### src/rtl/bsq_pkg.sv
package bsq_pkg;
  localparam int BEAT_W = 2;
  typedef logic [BEAT_W-1:0] beat_t;

  function automatic beat_t lin_low(input beat_t start, input beat_t cnt);
    return beat_t'(start + cnt);
  endfunction

  function automatic beat_t ilv_low(input beat_t start, input beat_t cnt);
    return start ^ cnt;
  endfunction

  function automatic beat_t burst_low(input beat_t start, input beat_t cnt, input logic ilv);
    return ilv ? ilv_low(start, cnt) : lin_low(start, cnt);
  endfunction
endpackage

### src/rtl/bsq_load_ctl.sv
module bsq_load_ctl (
  input  logic ads_proc_n,
  input  logic ads_ctrl_n,
  input  logic adv_n,
  input  logic sel_en,
  output logic load_fire,
  output logic step_fire
);
  logic proc_take;
  logic ctrl_take;

  // processor strobe is honoured only with chip enable; it has priority,
  // and both strobes load the same bus value
  assign proc_take = ~ads_proc_n & sel_en;
  assign ctrl_take = ~ads_ctrl_n & ~proc_take;
  assign load_fire = proc_take | ctrl_take;
  assign step_fire = ~load_fire & ~adv_n;
endmodule

### src/rtl/bsq_addr_reg.sv
module bsq_addr_reg #(
  parameter int ADDR_W = 17
) (
  input  logic              clk,
  input  logic              rst,
  input  logic              load_fire,
  input  logic [ADDR_W-1:0] ext_addr,
  output logic [ADDR_W-1:0] start_q
);
  always_ff @(posedge clk) begin
    if (rst)            start_q <= '0;
    else if (load_fire) start_q <= ext_addr;
  end
endmodule

### src/rtl/bsq_beat_ctr.sv
module bsq_beat_ctr
  import bsq_pkg::*;
(
  input  logic  clk,
  input  logic  rst,
  input  logic  load_fire,
  input  logic  step_fire,
  output beat_t cnt_q
);
  always_ff @(posedge clk) begin
    if (rst)            cnt_q <= '0;
    else if (load_fire) cnt_q <= '0;
    else if (step_fire) cnt_q <= beat_t'(cnt_q + 1'b1);
  end
endmodule

### src/rtl/burst_addr_seq.sv
module burst_addr_seq
  import bsq_pkg::*;
#(
  parameter int ADDR_W = 17
) (
  input  logic              clk,
  input  logic              rst,
  input  logic [ADDR_W-1:0] ext_addr,
  input  logic              ads_proc_n,
  input  logic              ads_ctrl_n,
  input  logic              adv_n,
  input  logic              order_ilv,
  input  logic              sel_en,
  output logic [ADDR_W-1:0] addr_q
);
  localparam int UP_W = ADDR_W - BEAT_W;

  logic              load_fire;
  logic              step_fire;
  logic [ADDR_W-1:0] start_q;
  beat_t             cnt_q;
  logic [UP_W-1:0]   upper_bits;
  beat_t             low_bits;

  bsq_load_ctl u_ctl (
    .ads_proc_n (ads_proc_n),
    .ads_ctrl_n (ads_ctrl_n),
    .adv_n      (adv_n),
    .sel_en     (sel_en),
    .load_fire  (load_fire),
    .step_fire  (step_fire)
  );

  bsq_addr_reg #(.ADDR_W(ADDR_W)) u_areg (
    .clk       (clk),
    .rst       (rst),
    .load_fire (load_fire),
    .ext_addr  (ext_addr),
    .start_q   (start_q)
  );

  bsq_beat_ctr u_ctr (
    .clk       (clk),
    .rst       (rst),
    .load_fire (load_fire),
    .step_fire (step_fire),
    .cnt_q     (cnt_q)
  );

  assign upper_bits = start_q[ADDR_W-1:BEAT_W];
  assign low_bits   = burst_low(start_q[BEAT_W-1:0], cnt_q, order_ilv);
  assign addr_q     = {upper_bits, low_bits};
endmodule

### config.mk
export PLATFORM = sky130hd
export DESIGN_NAME = burst_addr_seq
export DESIGN_NICKNAME = d
export VERILOG_FILES = /design/src/rtl/bsq_pkg.sv /design/src/rtl/bsq_load_ctl.sv /design/src/rtl/bsq_addr_reg.sv /design/src/rtl/bsq_beat_ctr.sv /design/src/rtl/burst_addr_seq.sv
export SDC_FILE = /design/constraint.sdc
export NUM_CORES = 1
export LEC_CHECK = 0
export ABC_AREA = 1
export ABC_CLOCK_PERIOD_IN_PS = 1500
export BUFFER_PORTS_ARGS = -buffer_cell sky130_fd_sc_hd__buf_2
export CORE_MARGIN = 5
export CORE_UTILIZATION = 50
export CTS_BUF_LIST = sky130_fd_sc_hd__clkbuf_4 sky130_fd_sc_hd__clkbuf_8 sky130_fd_sc_hd__clkbuf_16
export CTS_CLUSTER_SIZE = 14
export DETAILED_ROUTE_END_ITERATION = 7
export PLACE_DENSITY_LB_ADDON = 0.12
export SYNTH_ARGS = -nofsm -noshare
export SYNTH_HDL_FRONTEND = slang
export SYNTH_SLANG_ARGS = --single-unit
### constraint.sdc
create_clock -name clk -period 1.5 [get_ports clk]
set_input_delay 0.075 -clock clk [delete_from_list [all_inputs] [get_ports clk]]
set_output_delay 0.075 -clock clk [all_outputs]
set_load 0.005 [all_outputs]
==> flow_summary_export.csv <==
group,metric,value,unit
cells_and_area,num_antenna_cells,0,
synth,synth_area_leaders,"dfxtp_1, nand3_2, buf_4",
worst_setup_path,timing.rr.start,"u_areg.start_q[1]$_SDFFE_PP0P_",
sta,finalCritPeriodShare,89.6,%
cells_and_area,fin_util,59.6,%
drt,drcViolationCount,0,
global_routing,antenna_found_initial,0,
worst_setup_path,critPathMaxStageDelay,370,ps
synth,syn_inst,151,
sta,drv_slew,0,
sta,worstMarginPinSlew,432,ps
min_path,min-delay-start,"ext_addr[9]",
synth,ys_seq_area_share,33.9,%
cells_and_area,layout-drive-gt1-share,35.2,%
clock_network,cts_sinks,19,
sta,fmax,0.744,GHz
placement,port_buffers,40,
sta,rsz0062_at_grt,"false",
clock_network,numCtsBuffers,3,
sta,finalSetupViolCount,0,
drt,firstDrtPassIters,4,
synth,synth_top_area_share,33.9,%
worst_setup_path,worst-path-max-fanout,4,
synth,synth.avg_cell_area,7.44,um^2
placement,place.gp.congestion,0.744,
floorplan,fp.dieH,57.4,um
drt,vias,962,
power_and_ir_drop,power.density,823,nW/um^2
drt,final_antenna_net_count,0,
worst_setup_path,cp_common_cell,"inv_1",
floorplan,fp-row-count,17,
min_path,hold_class,"input pin to flop",
worst_setup_path,crit_start,"u_ctr.cnt_q[0]$_SDFFE_PP0P_",
placement,dp_hpwl,1.46,mm
floorplan,core_area,2170,um^2
synth,ys_seq_elements,19,
synth,postSynth.asyncResetShare,0,%
sta,slew_headroom,71.2,%
synth,synth_edf_count,0,
cells_and_area,area_delta_synth_final,15.0,%
worst_setup_path,cp_cell_sequence,"ha_1 > inv_1 > nor2_1 > inv_1 > nand2_1 > nand2_1 > inv_1 > buf_2",
global_routing,grt_pass1_wl,3.69,mm
drt,drt_iter0_drc,8,
floorplan,die_width,57.4,um
drt,wl_per_cell,10.0,um
sta,final.setup.tns,0,ps
outcome,status,"complete, no violations",
clock_network,path_clk_slew,110,ps
sta,finClkSkew,0.160,ps
job,maxCapViolCount,0,
worst_setup_path,path_class,"flop to primary output",
clock_network,tritoncts,"built",
floorplan,io_pins,41,
synth,synth_fp_nets,176,
worst_setup_path,worstSetupStartpointType,"flop",
worst_setup_path,required,1420,ps
clock_network,root_buffer,"clkbuf_4",
sta,hold_viol,0,
clock_network,clock_path_buffers,2,
power_and_ir_drop,irDropWorstVdd,516,uV
global_routing,grt_max_degree,36,
global_routing,grt_pass1_vias,970,
worst_setup_path,worstSetupEndpointType,"primary output",
synth,syn_area,1120,um^2
floorplan,die_area,3300,um^2
drt,viasPerCell,4.58,
global_routing,grt_overflow,0,
placement,placed_area,1170,um^2
clock_network,cts.htree.levels,1,
synth,ys.warnings.count,0,
synth,yosysUniqueCellTypes,15,
clock_network,clk_latency,290,ps
worst_setup_path,slowest_stage,"dfxtp_2",
synth,netlist_top_cells_count,"nand2_1, inv_1, dfxtp_1, nor2_1, buf_4",
synth,ys.flop_type,"dfxtp_1",
global_routing,gr-usage-all-layers,13.5,%
sta,fin_crit,1340,ps
synth,synth_area_leader_cell,"dfxtp_1",
synth,synth.most_common_cell,"nand2_1",
power_and_ir_drop,leakagePower,0.698,nW
worst_setup_path,cp.arrival,1270,ps
drt,totalWireLength,2.10,mm
floorplan,initial_core_util,51.8,%
cells_and_area,finalNetCount,208,
cells_and_area,fin_area,1290,um^2
-- state kept, by name (all words and copies together), names as in the netlist --
signal	count
u_ctr.cnt_q	2
u_areg.start_q	17
-- through the flow --
| step | power, mW | setup WS (ps) | hold WS [ps] | cells |
|---|---|---|---|---|
| 2_1_floorplan | 0.762 | 604 | 202 | 151 |
| 3_3_place_gp | 0.781 | 495 | 292 | 197 |
| 3_5_place_dp | 0.790 | 425 | 300 | 197 |
| 4_1_cts | 1.08 | 86.6 | 0.350 | 209 |
| 5_1_grt | 1.14 | 28.8 | 1.90 | 210 |
| 6_report | 1.06 | 156 | 5.35 | 210 |
-- cells in the final DEF, fill, tap and decap left out --
| cell type | n |
|---|---|
| dfxtp_2 | 1 |
| ha_1 | 1 |
| nand3_2 | 13 |
| nand3_1 | 7 |
| buf_4 | 1 |
| nand2_4 | 1 |
| a21oi_2 | 1 |
| dfxtp_1 | 18 |
| nand2_1 | 25 |
| clkbuf_4 | 4 |
| buf_2 | 40 |
| xor2_1 | 1 |
| inv_1 | 22 |
| dlygate4sd3_1 | 9 |
| a21oi_1 | 16 |
| nor2_2 | 1 |
| inv_2 | 2 |
| nor2_1 | 19 |
-- report_power, final --
part | switching, mW | leakage, nW | internal, mW
Clock | 0.150 | 0.0184 | 0.121
Combinational | 0.122 | 0.521 | 0.112
Sequential | 0.0171 | 0.158 | 0.542
-- critical path, delay by kind of cell, from the launching register on --
family | cells | cell delay, ps
DFF | 1 | 370
adders and majority gates | 1 | 150
and+or+nand+nor | 3 | 240
buffers and inverters | 4 | 220
-- layout make-up --
cell class / count / area [um^2]
Timing Repair Buffer: 50 / 298
Fill cell: 209 / 877
Tap cell: 28 / 35.0
Sequential cell: 19 / 382
Clock buffer: 4 / 30.0
Inverter: 24 / 90.1
Multi-Input combinational cell: 85 / 458
-- cell families (layout without fill, tap and decap cells) --
group / count (synthesis) / after routing / share of synthesized area, %
xor gates and xnor gates: 1 / 1 / 0.780
adders and majority gates: 1 / 1 / 1.11
DFF: 19 / 19 / 33.9
and+or+nand+nor: 66 / 66 / 31.0
buffers and inverters: 47 / 78 / 25.4
AOI/OAI and AO/OA: 17 / 17 / 7.91
-- what timing repair did --
item | in CTS | in global routing
buffers inserted | 0 | 0
endpoints found under the hold margin | 8 | 1
hold buffers | 8 | 1
gates resized for setup | 0 | 1
setup endpoints to repair | 0 | 1
-- worst paths after layout --
kind	end	slack (ps)	cells past startpoint
setup / recovery	addr_q[1]	160	8
setup reg to reg	u_areg.start_q[1]$_SDFFE_PP0P_	810	4
hold reg to reg	u_areg.start_q[4]$_SDFFE_PP0P_	550	4
hold / removal	u_areg.start_q[9]$_SDFFE_PP0P_	5	3
-- layer usage --
metal	routed length (um)	part of all wire (%)	track usage, %	vias to the layer above
li1	-	-	-	508
met4	27	1.3	5.63	0
met1	905	43	14.5	426
met2	1040	50	25.3	24
met5	0	0	0	-
met3	127	6.0	2.71	4
(Power assumes the default switching activity.)
